==> config.mk <==
export PLATFORM = sky130hd
export DESIGN_NAME = idx_addr_adder
export DESIGN_NICKNAME = d
export VERILOG_FILES = /design/src/rtl/idx_pkg.sv /design/src/rtl/idx_char_dec.sv /design/src/rtl/idx_term.sv /design/src/rtl/idx_wrap.sv /design/src/rtl/idx_addr_adder.sv
export SDC_FILE = /design/constraint.sdc
export NUM_CORES = 1
export LEC_CHECK = 0
export ABC_CLOCK_PERIOD_IN_PS = 8200
export BUFFER_PORTS_ARGS = -buffer_cell sky130_fd_sc_hd__buf_2
export CAP_MARGIN = 0
export CORE_AREA = 2 2 123 125
export CTS_CLUSTER_SIZE = 8
export DETAILED_ROUTE_END_ITERATION = 10
export DIE_AREA = 0 0 125 127
export SYNTH_ARGS = -nofsm -noshare
export SYNTH_HDL_FRONTEND = slang
export SYNTH_SLANG_ARGS = --single-unit
==> constraint.sdc <==
create_clock -name clk -period 8.2 [get_ports clk]
set_input_delay 1.64 -clock clk [delete_from_list [all_inputs] [get_ports clk]]
set_output_delay 1.64 -clock clk [all_outputs]
set_load 0.02 [all_outputs]
==> src/rtl/idx_pkg.sv <==
package idx_pkg;

    // Sequencer states; the read states also name the place being read.
    typedef enum logic [2:0] {
        ST_IDLE  = 3'd0,
        ST_UNITS = 3'd1,
        ST_TENS  = 3'd2,
        ST_HUND  = 3'd3,
        ST_DONE  = 3'd4
    } idx_st_e;

    // Character field layout: the zone field position is decoded here.
    localparam int DIGIT_LSB = 0;
    localparam int DIGIT_W   = 4;
    localparam int ZONE_LSB  = 4;
    localparam int ZONE_W    = 2;

endpackage

==> src/rtl/idx_char_dec.sv <==
module idx_char_dec #(
    parameter int CHAR_W = 6
) (
    input  logic [CHAR_W-1:0]              chr_i,
    output logic [idx_pkg::DIGIT_W-1:0]    val_o,
    output logic [idx_pkg::ZONE_W-1:0]     zone_o
);
    import idx_pkg::*;

    localparam logic [DIGIT_W-1:0] TEN = DIGIT_W'(10);

    logic [DIGIT_W-1:0] code;

    assign code   = chr_i[DIGIT_LSB +: DIGIT_W];
    assign zone_o = chr_i[ZONE_LSB +: ZONE_W];

    // Code 10 stands for zero; codes above fold back by ten.
    always_comb begin
        if (code >= TEN) val_o = code - TEN;
        else             val_o = code;
    end

    always_comb begin
        assert (val_o <= DIGIT_W'(9)) // AST_DIGIT_RANGE // R3
            else $error("decoded digit out of range");
    end

endmodule

==> src/rtl/idx_term.sv <==
module idx_term #(
    parameter int SUM_W        = 15,
    parameter int UNIT_ZONE_WT = 4000,
    parameter int HUND_ZONE_WT = 1000
) (
    input  idx_pkg::idx_st_e               place_i,
    input  logic [idx_pkg::DIGIT_W-1:0]    val_i,
    input  logic [idx_pkg::ZONE_W-1:0]     zone_i,
    output logic [SUM_W-1:0]               term_o
);
    import idx_pkg::*;

    logic [SUM_W-1:0] val_w;
    logic [SUM_W-1:0] zone_w;

    assign val_w  = SUM_W'(val_i);
    assign zone_w = SUM_W'(zone_i);

    // Weight of one character by its place; tens zone carries no weight.
    always_comb begin
        case (place_i)
            ST_UNITS: term_o = zone_w * SUM_W'(UNIT_ZONE_WT) + val_w;
            ST_TENS:  term_o = val_w * SUM_W'(10);
            ST_HUND:  term_o = zone_w * SUM_W'(HUND_ZONE_WT) + val_w * SUM_W'(100);
            default:  term_o = '0;
        endcase
    end

endmodule

==> src/rtl/idx_wrap.sv <==
module idx_wrap #(
    parameter int SUM_W  = 15,
    parameter int ADDR_W = 14,
    parameter int MOD    = 16000
) (
    input  logic [SUM_W-1:0]  raw_i,
    output logic [ADDR_W-1:0] addr_o
);
    // Both operands stay below MOD, so one conditional subtraction suffices.
    always_comb begin
        if (raw_i >= SUM_W'(MOD)) addr_o = ADDR_W'(raw_i - SUM_W'(MOD));
        else                      addr_o = ADDR_W'(raw_i);
    end

    always_comb begin
        assert (addr_o < ADDR_W'(MOD)) // AST_WRAP_RANGE // R7
            else $error("wrapped address not below modulus");
    end

endmodule

==> src/rtl/idx_addr_adder.sv <==
module idx_addr_adder #(
    parameter int CHAR_W   = 6,
    parameter int ADDR_W   = 14,
    parameter int MOD      = 16000,
    parameter int UNITS_A  = 89,
    parameter int UNITS_B  = 94,
    parameter int UNITS_BA = 99
) (
    input  logic              clk,
    input  logic              rst_n,
    input  logic              req_i,
    input  logic [1:0]        sel_i,
    input  logic [ADDR_W-1:0] base_i,
    output logic              mem_rd_o,
    output logic [ADDR_W-1:0] mem_addr_o,
    input  logic [CHAR_W-1:0] mem_data_i,
    output logic              ack_o,
    output logic [ADDR_W-1:0] sum_o
);
    import idx_pkg::*;

    localparam int SUM_W = $clog2(2 * MOD);

    typedef struct packed {
        idx_st_e           st;
        logic [ADDR_W-1:0] ptr;
        logic [SUM_W-1:0]  acc;
        logic [ADDR_W-1:0] res;
    } regs_t;

    regs_t q, d;

    logic [DIGIT_W-1:0] dig_val;
    logic [ZONE_W-1:0]  dig_zone;
    logic [SUM_W-1:0]   term;
    logic [SUM_W-1:0]   acc_sum;
    logic [SUM_W-1:0]   wrap_in;
    logic [ADDR_W-1:0]  wrap_out;
    logic [ADDR_W-1:0]  start_addr;

    idx_char_dec #(.CHAR_W(CHAR_W)) u_dec (
        .chr_i  (mem_data_i),
        .val_o  (dig_val),
        .zone_o (dig_zone)
    );

    idx_term #(.SUM_W(SUM_W)) u_term (
        .place_i (q.st),
        .val_i   (dig_val),
        .zone_i  (dig_zone),
        .term_o  (term)
    );

    idx_wrap #(.SUM_W(SUM_W), .ADDR_W(ADDR_W), .MOD(MOD)) u_wrap (
        .raw_i  (wrap_in),
        .addr_o (wrap_out)
    );

    assign acc_sum = q.acc + term;
    assign wrap_in = (q.st == ST_HUND) ? acc_sum : SUM_W'(base_i);

    // Units position of the selected register.
    always_comb begin
        case (sel_i)
            2'd1:    start_addr = ADDR_W'(UNITS_A);
            2'd2:    start_addr = ADDR_W'(UNITS_B);
            2'd3:    start_addr = ADDR_W'(UNITS_BA);
            default: start_addr = '0;
        endcase
    end

    always_comb begin
        d = q;
        case (q.st)
            ST_IDLE: begin
                if (req_i) begin
                    if (sel_i == 2'd0) begin
                        d.res = wrap_out;
                        d.st  = ST_DONE;
                    end else begin
                        d.ptr = start_addr;
                        d.acc = SUM_W'(base_i);
                        d.st  = ST_UNITS;
                    end
                end
            end
            ST_UNITS: begin
                d.acc = acc_sum;
                d.ptr = q.ptr - ADDR_W'(1);
                d.st  = ST_TENS;
            end
            ST_TENS: begin
                d.acc = acc_sum;
                d.ptr = q.ptr - ADDR_W'(1);
                d.st  = ST_HUND;
            end
            ST_HUND: begin
                d.acc = acc_sum;
                d.res = wrap_out;
                d.st  = ST_DONE;
            end
            default: d.st = ST_IDLE;
        endcase
    end

    always_ff @(posedge clk) begin
        if (!rst_n) begin
            q.st  <= ST_IDLE;
            q.ptr <= '0;
            q.acc <= '0;
            q.res <= '0;
        end else begin
            q <= d;
        end
    end

    assign mem_rd_o   = (q.st == ST_UNITS) || (q.st == ST_TENS) || (q.st == ST_HUND);
    assign mem_addr_o = q.ptr;
    assign ack_o      = (q.st == ST_DONE);
    assign sum_o      = q.res;

    AST_ACK_PULSE: assert property (@(posedge clk) disable iff (!rst_n)
        ack_o |=> !ack_o) else $error("ack longer than one cycle");

    AST_SUM_HOLD: assert property (@(posedge clk) disable iff (!rst_n)
        !ack_o |-> $stable(sum_o)) else $error("sum moved without ack");

    AST_SUM_RANGE: assert property (@(posedge clk) disable iff (!rst_n)
        ack_o |-> (sum_o < ADDR_W'(MOD))) else $error("sum not reduced");

    AST_ADDR_DOWN: assert property (@(posedge clk) disable iff (!rst_n)
        (mem_rd_o && $past(mem_rd_o)) |-> (mem_addr_o == $past(mem_addr_o) - ADDR_W'(1)))
        else $error("read address did not step down");

    AST_FIRST_ADDR: assert property (@(posedge clk) disable iff (!rst_n)
        $rose(mem_rd_o) |-> (mem_addr_o == ADDR_W'(UNITS_A) || mem_addr_o == ADDR_W'(UNITS_B)
                             || mem_addr_o == ADDR_W'(UNITS_BA)))
        else $error("walk began at a non-units address");

    AST_THREE_READS: assert property (@(posedge clk) disable iff (!rst_n)
        (ack_o && $past(mem_rd_o)) |-> ($past(mem_rd_o, 2) && $past(mem_rd_o, 3) && !$past(mem_rd_o, 4)))
        else $error("indexed ack not after exactly three reads");

endmodule

==> summary.md, run 1 <==
| Metric | Value |
|---|---|
| HPWL Detailed | `8493 um` |
| Number of library cell types mapped by synthesis | `62` |
| Vias in the first global route | `3729` |
| Final Max Slew Viols | `0` |
| Core area | `14420 um^2` |
| Bufs on Longest Clock Path | `2` |
| Clk_lat worst skew | `0.29 ns` |
| Core Rows | `44` |
| Clock skew | `0.008810 ns` |
| Post-cts resize count | `0` |
| Total Wirelength | `10890 um` |
| Worst relative slew slack | `46.02%` |
| # placed instances | `767` |
| Drc violations | `0` |
| Initial antenna violation count | `0` |
| Die footprint | `15880 um^2` |
| Final min period | `7.336 ns` |
| Reg clk slew, reported paths | `0.06 ns` |
| CTS root buffer | `clkbuf_16` |
| Worst Tran Pin Value | `0.8048 ns` |
| Sink Count | `46` |
| Cts-stage hold buffer count | `0` |
| Vias after detailed routing | `3940` |
| Most frequent cells in the layout | `nor2_1 (72), nand2_1 (65), buf_2 (54)` |
| VDD IR-drop max | `0.00009364 V` |
| Final setup viols | `0` |
| Die Ht | `127 um` |
| IO Count | `55` |
| CTS buffer count | `5` |
| Mapped Area | `4307 um^2` |
| Largest net degree at the start of global routing | `32` |
| First-pass GRT wire length | `18430 um` |
| H-tree depth | `2` |
| Vias per inst | `5.084` |
| Crit Path Category | `in -> reg` |
| Arrival @ worst endpoint | `7.55 ns` |
| EDFF count, synth | `0` |
| Antenna viol nets, final | `0` |
| Max_cap viols | `0` |
| Total track usage | `13.86%` |
| Count of final hold-check violations | `0` |
| Routability-driven placement congestion ratio | `0.8843` |
| Asr flop ratio synth | `0%` |
| Post-synthesis sequential area ratio | `21.38%` |
| Crit end category | `register` |
| Fmax | `136.3 MHz` |
| Worst Hold Class | `reg -> reg` |
| TNS Setup | `0 ns` |
| Pwr per Cell Area | `180.6 nW/um^2` |
| DRT Pass-1 Iters | `4` |
| WL per Instance | `14.06 um` |
| PortBufs | `54` |
| RSZ-0062 raised after global routing | `false` |
| Share of cells above drive strength 1 | `13.37%` |
| Synth warn | `0` |
| P&R area growth vs syn | `8.803%` |
| Most common cell after layout, fill and taps aside | `nor2_1` |
| Syn_nets | `656` |
| Startpoint types | `primary input` |
| Yosys reg bits | `46` |
| Synth Flop Type | `dfxtp_1` |
| WP data required | `8.41 ns` |
| Die width | `125 um` |
| Gr ovfl total | `0` |
| Crit path max fanout | `7` |
| Starting Density | `29.86%` |
| Avg Cell Area, Syn | `7.412 um^2` |
| Final Cycle Share | `89.46%` |
| DR iter-0 viols | `158` |
| Net count, final | `665` |
| Post-Layout Cell Count | `775` |
| Status | `finished, final reports clean` |
| Post-Synthesis Cells | `581` |
| # diodes | `0` |
| Setup Fix Bufs, Post-CTS | `0` |
| CTS tree | `yes` |
| Static leakage | `2.087 nW` |
==> synthesized netlist by cell type, types with 15 or more instances <==
| library cell | instances | area share [%] |
|---|---|---|
| dfxtp_1 | 46 | 21 |
| ha_1 | 46 | 13 |
| buf_4 | 29 | 5.1 |
| nor2_1 | 72 | 6.3 |
| xnor2_1 | 15 | 3.1 |
| o21ai_0 | 32 | 3.7 |
| a21oi_1 | 39 | 4.5 |
| inv_1 | 25 | 2.2 |
| nand3_1 | 15 | 1.7 |
| a211oi_1 | 15 | 2.6 |
| nand2_1 | 65 | 5.7 |
| clkbuf_1 | 22 | 1.9 |
==> through the flow <==
step / util, % / cell area [um^2] / hold slack [ns] / setup WS [ns] / power (mW)
6_report: 32.49 / 4686 / 0.4577 / 0.8642 / 0.8464
5_1_grt: 32.49 / 4686 / 0.4848 / 0.3023 / 0.9121
4_1_cts: 32.49 / 4686 / 0.4616 / 0.8735 / 0.8533
3_5_place_dp: 31.32 / 4517 / 0.4508 / 0.5780 / 0.6143
3_3_place_gp: 31.32 / 4517 / 0.4494 / 0.7415 / 0.6121
2_1_floorplan: - / 4307 / 0.4322 / 1.169 / 0.5474
==> kinds of logic (layout without fill, tap and decap cells) <==
logic type	Yosys count	after routing	synth area share [%]
buffers and inverters	82	92	9.703
AND/OR/NAND/NOR	212	212	22.52
AO/OA/AOI/OAI	160	160	24.58
XOR/XNOR	22	22	4.474
multiplexers	9	9	2.121
flip-flops	46	46	21.38
adder cells (fa/ha/maj)	50	50	15.22
==> path summary, 6_finish.rpt <==
kind,startpoint,cells after the start,slack [ns],endpoint
worst min register to register,sum_o[5],2,0.46,sum_o[5]
worst max-delay path,mem_data_i[1],25,0.86,sum_o[12]
worst max register to register,q[45],12,3.87,sum_o[12]
worst min-delay path,sum_o[5],2,0.46,sum_o[5]
==> final cells by class <==
type | count | area, um^2
Multi-Input combinational cell | 453 | 2972
Tap cell | 184 | 230.2
Timing Repair Buffer | 57 | 292.8
Inverter | 27 | 101.3
Fill cell | 1567 | 9738
Sequential cell | 46 | 920.9
Clock buffer | 5 | 125.1
Clock inverter | 3 | 43.79
==> per-layer routing <==
metal  up-vias  track usage (%)  wire length [um]
li1       2057                -                 -
met1      1806            18.51              5381
met2        71            24.04              5025
met3         6            2.596               436
met4         0            1.765                50
met5         -                0                 0
==> sequential cells by signal (all words and copies together) (netlist names) <==
name        flops
mem_addr_o     14
q              18
sum_o          14
==> critical path, cell delays in order <==
cell,delay [ns]
buf_2,0.09
inv_1,0.06
o21ai_0,0.60
ha_1,0.36
ha_1,0.23
fa_1,0.46
ha_1,0.30
inv_1,0.07
a21oi_1,0.05
o21ai_0,0.19
a21boi_0,0.15
o21a_1,0.19
or3_1,0.30
a31oi_1,0.17
nor2_1,0.06
ha_1,0.36
and3_1,0.24
nor3b_1,0.15
or3_1,0.36
o21ai_1,0.23
nand4_1,0.14
a21oi_2,0.30
a31oi_2,0.21
or4_1,0.53
o221ai_1,0.08
==> report_power, final <==
part	internal, mW	total [mW]	switching (mW)
Sequential	0.249	0.274	0.0250
Clock	0.144	0.237	0.0926
Combinational	0.129	0.335	0.206
Note: power is estimated with default switching activity, not from simulation.
==> run 2, diff against run 1 <==
--- a/config.mk
+++ b/config.mk
@@ -8,10 +8,11 @@
 export ABC_CLOCK_PERIOD_IN_PS = 8200
 export BUFFER_PORTS_ARGS = -buffer_cell sky130_fd_sc_hd__buf_2
 export CAP_MARGIN = 0
-export CORE_AREA = 2 2 123 125
+export CORE_AREA = 2 2 126 128
 export CTS_CLUSTER_SIZE = 8
 export DETAILED_ROUTE_END_ITERATION = 10
-export DIE_AREA = 0 0 125 127
+export DIE_AREA = 0 0 128 130
 export SYNTH_ARGS = -nofsm -noshare
 export SYNTH_HDL_FRONTEND = slang
+export SYNTH_HIERARCHICAL = 1
 export SYNTH_SLANG_ARGS = --single-unit
==> run 2 against run 1 <==
- combinational power up 13%
- sequential share of layout area shrank 0.38 points
- utilization shrank 1.5 points
- clock power fell by 6%
- via count decreased by 4.9%
- worst hold slack improved by 0.042 ns
- final cell count fell by 3.9%
- critical endpoint is now sum_o[11]
- largest cell class unchanged
- highest routed layer unchanged
==> summary.md, run 2 <==
| Metric | Value |
|---|---|
| Worst Tran Pin Value | `0.9525 ns` |
| Synth area leaders | `dfxtp_1 (21%), ha_1 (13%), buf_4 (7.0%), mux2i_1 (4.0%), nand2_1 (3.9%)` |
| EDFF count, synth | `0` |
| Startpoint types | `primary input` |
| WP data required | `8.43 ns` |
| Gr ovfl total | `0` |
| Max_cap viols | `0` |
| Final min period | `7.046 ns` |
| Worst R2R Start | `q[44]` |
| Power share of the clock group | `25.1%` |
| Cts-stage hold buffer count | `0` |
| Most frequent cells in the layout | `buf_2 (54), nand2_1 (46), ha_1 (46), dfxtp_1 (46)` |
| Met2 Resource Use GR | `22.46%` |
| Max reg flops | `18` |
| Final setup viols | `0` |
| Vias per inst | `5.028` |
| Yosys reg bits | `46` |
| Static leakage | `2.188 nW` |
| Combinational power share | `42.8%` |
| Worst Hold Class | `reg -> reg` |
| Die footprint | `16640 um^2` |
| Min-delay src | `mem_addr_o[5]` |
| Net switching share of the total power | `39.60%` |
| Fin util | `30.98%` |
| Synth top cells by count | `dfxtp_1 (46), ha_1 (46), nand2_1 (46), buf_4 (42)` |
| Largest Register | `q` |
| Final Cycle Share | `85.93%` |
| Avg Cell Area, Syn | `8.239 um^2` |
| Net count, final | `626` |
| Syn_nets | `619` |
| Asr flop ratio synth | `0%` |
| DRT Pass-1 Iters | `4` |
| GRT busiest layer | `met2` |
| Worst relative slew slack | `36.32%` |
| Core Rows | `46` |
| Post-cts resize count | `0` |
| P_sw | `0.3515 mW` |
| Synth Flop Type | `dfxtp_1` |
| Seq pwr share | `32.1%` |
| Fill count | `1632` |
| Simple logic cell fraction of the synthesized area | `20.74%` |
| Met3 Use GR | `1.230%` |
| Share of cells above drive strength 1 | `16.85%` |
| VDD IR-drop max | `0.00009503 V` |
| Setup Fix Bufs, Post-CTS | `0` |
| Mapped Area | `4482 um^2` |
| Most common cell after layout, fill and taps aside | `buf_2` |
| RSZ-0062 raised after global routing | `false` |
| Die Ht | `130 um` |
| Pwr per Cell Area | `185.8 nW/um^2` |
| Fmax | `141.9 MHz` |
| Bufs on Longest Clock Path | `2` |
| Arrival @ worst endpoint | `7.28 ns` |
| TNS Setup | `0 ns` |
| Total Wirelength | `10630 um` |
| H-tree depth | `2` |
| CP startpoint | `mem_data_i[1]` |
| Post-Synthesis Cells | `544` |
| CTS root buffer | `clkbuf_16` |
| Yosys top cell by area | `dfxtp_1` |
| Sink Count | `46` |
| Die width | `128 um` |
| Clock skew | `0.008426 ns` |
| Crit path max fanout | `8` |
| Synth Area in Adders | `14.63%` |
| DR iter-0 viols | `191` |
| CTS tree | `yes` |
| Grt met1 use | `16.39%` |
| Top-area cell type share of the netlist area | `20.55%` |
| First-pass GRT wire length | `17290 um` |
| Clk_lat worst skew | `0.29 ns` |
| P&R area growth vs syn | `6.616%` |
| Largest net degree at the start of global routing | `36` |
| PortBufs | `54` |
| Slowest-stage cell, CP | `ha_1` |
| Starting Density | `29.06%` |
| Reg clk slew, reported paths | `0.07 ns` |
| XOR/XNOR Fraction of Synth Area | `5.667%` |
| Crit Path Category | `in -> reg` |
| Vias in the first global route | `3451` |
| Number of library cell types mapped by synthesis | `71` |
| Initial antenna violation count | `0` |
| Critical path's most frequent cell | `ha_1` |
| Core area | `15420 um^2` |
| Synth warn | `6` |
| Antenna viol nets, final | `0` |
| Count of final hold-check violations | `0` |
| Routability-driven placement congestion ratio | `0.8507` |
| Synth Area in Compound Gates | `22.78%` |
| Crit end category | `register` |
| Largest family of logic cells by synthesized area | `compound AO/OA/AOI/OAI gates` |
| HPWL Detailed | `8243 um` |
| Largest stage delay on the critical path | `0.40 ns` |
| Post-synthesis sequential area ratio | `20.55%` |
| Final Max Slew Viols | `0` |
| Post-synthesis mux area share | `4.523%` |
| IO Count | `55` |
| Total track usage | `12.67%` |
| Pint | `0.5362 mW` |
| Vias after detailed routing | `3746` |
| CTS buffer count | `5` |
| WL per Instance | `14.26 um` |
| Drc violations | `0` |
| Status | `finished, final reports clean` |
[run 2: cell types whose count changed in the layout (fill, tap and decap cells not counted), sizes merged, moves of 5 or more]
| cell | before | now |
|---|---|---|
| nor2 | 73 | 34 |
| nand2 | 65 | 46 |
| nor2b | 5 | 20 |
| mux2i | 8 | 18 |
| a211oi | 16 | 8 |
| xor2 | 7 | 15 |
| a311oi | 8 | 2 |
| a21oi | 40 | 35 |
| nand2b | 8 | 3 |
| o211a | 2 | 7 |
| or3 | 12 | 7 |
[run 2: per-layer routing]
metal | up-vias | wire length [um]
li1 | 1934 | -
met1 | 1745 | 5189
met2 | 57 | 5054
met3 | 10 | 226
met4 | 0 | 154
met5 | - | 0
[run 2: path summary, 6_finish.rpt]
| path | slack, ns | depth (start not counted) | to |
|---|---|---|---|
| max | 1.15 | 28 | sum_o[11] |
| max reg2reg | 3.62 | 16 | sum_o[11] |
| min reg2reg | 0.50 | 2 | mem_addr_o[5] |
| min | 0.50 | 2 | mem_addr_o[5] |
[run 2: cell type report]
class	count	area, um^2	share of cell area (%)
multi-input combinational	416	3067	64.18
sequential	46	920.9	19.27
timing repair buffer	57	292.8	6.127
tap	192	240.2	5.027
clock buffer	7	152.6	3.195
inverter	25	93.84	1.964
clock inverter	1	8.758	0.1833
antenna	1	2.502	0.05237
[run 2: critical path: cells and delay by family]
family          cells  cell delay (ns)
buf+inv             5             0.47
compound gates      8             1.92
simple gates        5             0.91
xor+xnor            3             0.45
mux                 1             0.09
fa+ha+maj           6             1.82
[run 2: power by group through the flow]
| stage | sequential (mW) | clock, mW | combinational [mW] |
|---|---|---|---|
| 4_1_cts | 0.285 | 0.228 | 0.380 |
| 5_1_grt | 0.289 | 0.234 | 0.425 |
| 6_report | 0.285 | 0.223 | 0.380 |
| 3_5_place_dp | 0.289 | 0 | 0.377 |
| 3_3_place_gp | 0.290 | 0 | 0.375 |
| 2_1_floorplan | 0.277 | 0 | 0.326 |
[run 2: per-stage QoR]
step / hold WS [ns] / instances / setup WS, ns / instance area [um^2] / power (mW)
after floorplan: 0.4720 / 544 / 1.187 / 4482 / 0.6028
after global placement: 0.4891 / 736 / 0.9129 / 4614 / 0.6656
after detailed placement: 0.4918 / 736 / 0.8403 / 4614 / 0.6664
after CTS: 0.5013 / 744 / 1.143 / 4776 / 0.8921
after global routing: 0.5185 / 744 / 0.6660 / 4776 / 0.9476
final: 0.5000 / 745 / 1.154 / 4778 / 0.8876
[run 2: cells by family (layout without fill, tap and decap cells)]
kind of cell	Yosys count	count (layout)
mux	20	20
other cells	1	2
xor+xnor	29	29
compound gates	148	148
simple gates	168	168
flops	46	46
fa+ha+maj	50	50
buf+inv	82	90
==> run 3, diff against run 2 <==
--- a/config.mk
+++ b/config.mk
@@ -5,9 +5,8 @@
 export SDC_FILE = /design/constraint.sdc
 export NUM_CORES = 1
 export LEC_CHECK = 0
-export ABC_CLOCK_PERIOD_IN_PS = 8200
+export ABC_CLOCK_PERIOD_IN_PS = 7060
 export BUFFER_PORTS_ARGS = -buffer_cell sky130_fd_sc_hd__buf_2
-export CAP_MARGIN = 0
 export CORE_AREA = 2 2 126 128
 export CTS_CLUSTER_SIZE = 8
 export DETAILED_ROUTE_END_ITERATION = 10
==> constraint.sdc (replaced) <==
create_clock -name clk -period 7.06 [get_ports clk]
set_input_delay 1.412 -clock clk [delete_from_list [all_inputs] [get_ports clk]]
set_output_delay 1.412 -clock clk [all_outputs]
set_load 0.02 [all_outputs]
==> run 3 against run 2 <==
- final cell count rose by 0.81%
- clock power rose by 15%
- final area rose by 1.5%
- worst hold slack got worse by 0.0020 ns
- critical path type unchanged
- largest cell class unchanged
==> summary.md, run 3 (same netlist as run 2, synthesis figures left out) <==
| Metric | Value |
|---|---|
| Status | `finished, final reports clean` |
| DRT Pass-1 Iters | `4` |
| CP top delay family | `adder cells` |
| Most frequent cells in the layout | `buf_2 (54), nand2_1 (46), dfxtp_1 (46)` |
| Reg clk slew, reported paths | `0.07 ns` |
| Post-Layout Cell Count | `751` |
| Startpoint types | `primary input` |
| Initial antenna violation count | `0` |
| Count of final hold-check violations | `0` |
| WP data required | `7.29 ns` |
| Placed Area | `4659 um^2` |
| Starting Density | `29.06%` |
| Multi-input combinational cell area | `3094 um^2` |
| CTS tree | `yes` |
| Die Ht | `130 um` |
| IO Count | `55` |
| # placed instances | `742` |
| Drc violations | `0` |
| Final setup viols | `0` |
| Fill count | `1622` |
| Total track usage | `12.97%` |
| Register area | `920.9 um^2` |
| Final Max Slew Viols | `0` |
| Max_cap viols | `0` |
| Combinational power share | `43.3%` |
| Crit Path Category | `in -> reg` |
| Largest Register | `q` |
| VDD IR-drop max | `0.00008931 V` |
| Worst Hold Class | `reg -> reg` |
| CTS root buffer | `clkbuf_16` |
| PortBufs | `54` |
| HPWL Detailed | `8437 um` |
| P_sw | `0.4074 mW` |
| Routability-driven placement congestion ratio | `0.8445` |
| Crit end category | `register` |
| Power share of the clock group | `24.7%` |
| TNS Setup | `0 ns` |
| Dpl ws | `0.1031 ns` |
| Die footprint | `16640 um^2` |
| H-tree depth | `2` |
| WL per Instance | `14.25 um` |
| Bufs on Longest Clock Path | `2` |
| Core Rows | `46` |
| Setup ws final | `0.5723 ns` |
| Cts-stage hold buffer count | `0` |
| Worst Tran Pin Value | `0.9468 ns` |
| Pwr per Cell Area | `213.5 nW/um^2` |
| Clock skew | `0.007417 ns` |
| Vias after detailed routing | `3863` |
| Final Cycle Share | `91.89%` |
| Most common cell after layout, fill and taps aside | `buf_2` |
| Pint | `0.6282 mW` |
| Final min period | `6.488 ns` |
| Fmax | `154.1 MHz` |
| Buffers plus inverters on the worst setup path | `4` |
| Fin Hold WS | `0.4981 ns` |
| Slowest-stage cell, CP | `ha_1` |
| Critical path's most frequent cell | `ha_1` |
| First-pass GRT wire length | `17530 um` |
| Clk_lat worst skew | `0.29 ns` |
| Final Instance Area | `4851 um^2` |
| Seq pwr share | `32.1%` |
| Worst relative slew slack | `36.70%` |
| Antenna viol nets, final | `0` |
| Gr ovfl total | `0` |
| Core area | `15420 um^2` |
| Arrival @ worst endpoint | `6.71 ns` |
| RSZ-0062 raised after global routing | `false` |
| Max reg flops | `18` |
| Net count, final | `632` |
| Crit path max fanout | `7` |
| Share of cells above drive strength 1 | `18.46%` |
| Post-cts resize count | `0` |
| Vias per inst | `5.144` |
| Die width | `128 um` |
| Vias in the first global route | `3549` |
| CTS buffer count | `5` |
| DR iter-0 viols | `211` |
| Metal3 WL | `304 um` |
| Net switching share of the total power | `39.34%` |
| Static leakage | `2.226 nW` |
| Met2 WL | `5157 um` |
| Total Wirelength | `10700 um` |
| Setup Fix Bufs, Post-CTS | `0` |
| Sink Count | `46` |
| P&R area growth vs syn | `8.236%` |
| Largest net degree at the start of global routing | `36` |
| Largest stage delay on the critical path | `0.38 ns` |
| Met1 WL | `4949 um` |
| Top layer in use | `met4` |
[run 3: cell count changes in the layout (fill, tap and decap cells not counted), sizes merged]
cell / before / now
buf: 57 / 63
[run 3: stage by stage]
step / util, % / total power [mW]
floorplan: - / 0.7001
global placement: 30.21 / 0.7760
detailed placement: 30.21 / 0.7778
CTS: 31.25 / 1.038
global route: 31.43 / 1.112
finish: 31.45 / 1.036
[run 3: power groups by stage]
stage / registers [mW] / clock network [mW] / logic [mW]
global placement: 0.337 / 0 / 0.439
CTS: 0.332 / 0.264 / 0.442
detailed placement: 0.338 / 0 / 0.440
finish: 0.332 / 0.256 / 0.448
global route: 0.337 / 0.271 / 0.505
floorplan: 0.322 / 0 / 0.378
[run 3: cell type report]
class / instances / share of cell area, %
Multi-Input combinational cell: 416 / 63.79
Sequential cell: 46 / 18.98
Tap cell: 192 / 4.952
Antenna cell: 1 / 0.05159
Inverter: 25 / 1.934
Clock buffer: 7 / 3.147
Timing Repair Buffer: 63 / 6.964
Clock inverter: 1 / 0.1806
[run 3: path summary, 6_finish.rpt]
| kind | start | end | slack (ns) | depth (start not counted) |
|---|---|---|---|---|
| worst max register to register | q[43] | sum_o[11] | 2.54 | 19 |
| worst min register to register | mem_addr_o[5] | mem_addr_o[5] | 0.50 | 2 |
| worst min-delay path | mem_addr_o[5] | mem_addr_o[5] | 0.50 | 2 |
| worst max-delay path | mem_data_i[1] | sum_o[11] | 0.57 | 27 |
[run 3: tightest hold or removal path, stage by stage (launching register included)]
cell and delay [ns]:
dfxtp_1 0.34, nand2_1 0.06, a21oi_1 0.05
[run 3: routing by layer]
metal	up-vias	track usage [%]
li1	1947	-
met4	0	5.171
met5	-	0
met2	79	23.15
met1	1813	16.08
met3	24	1.312
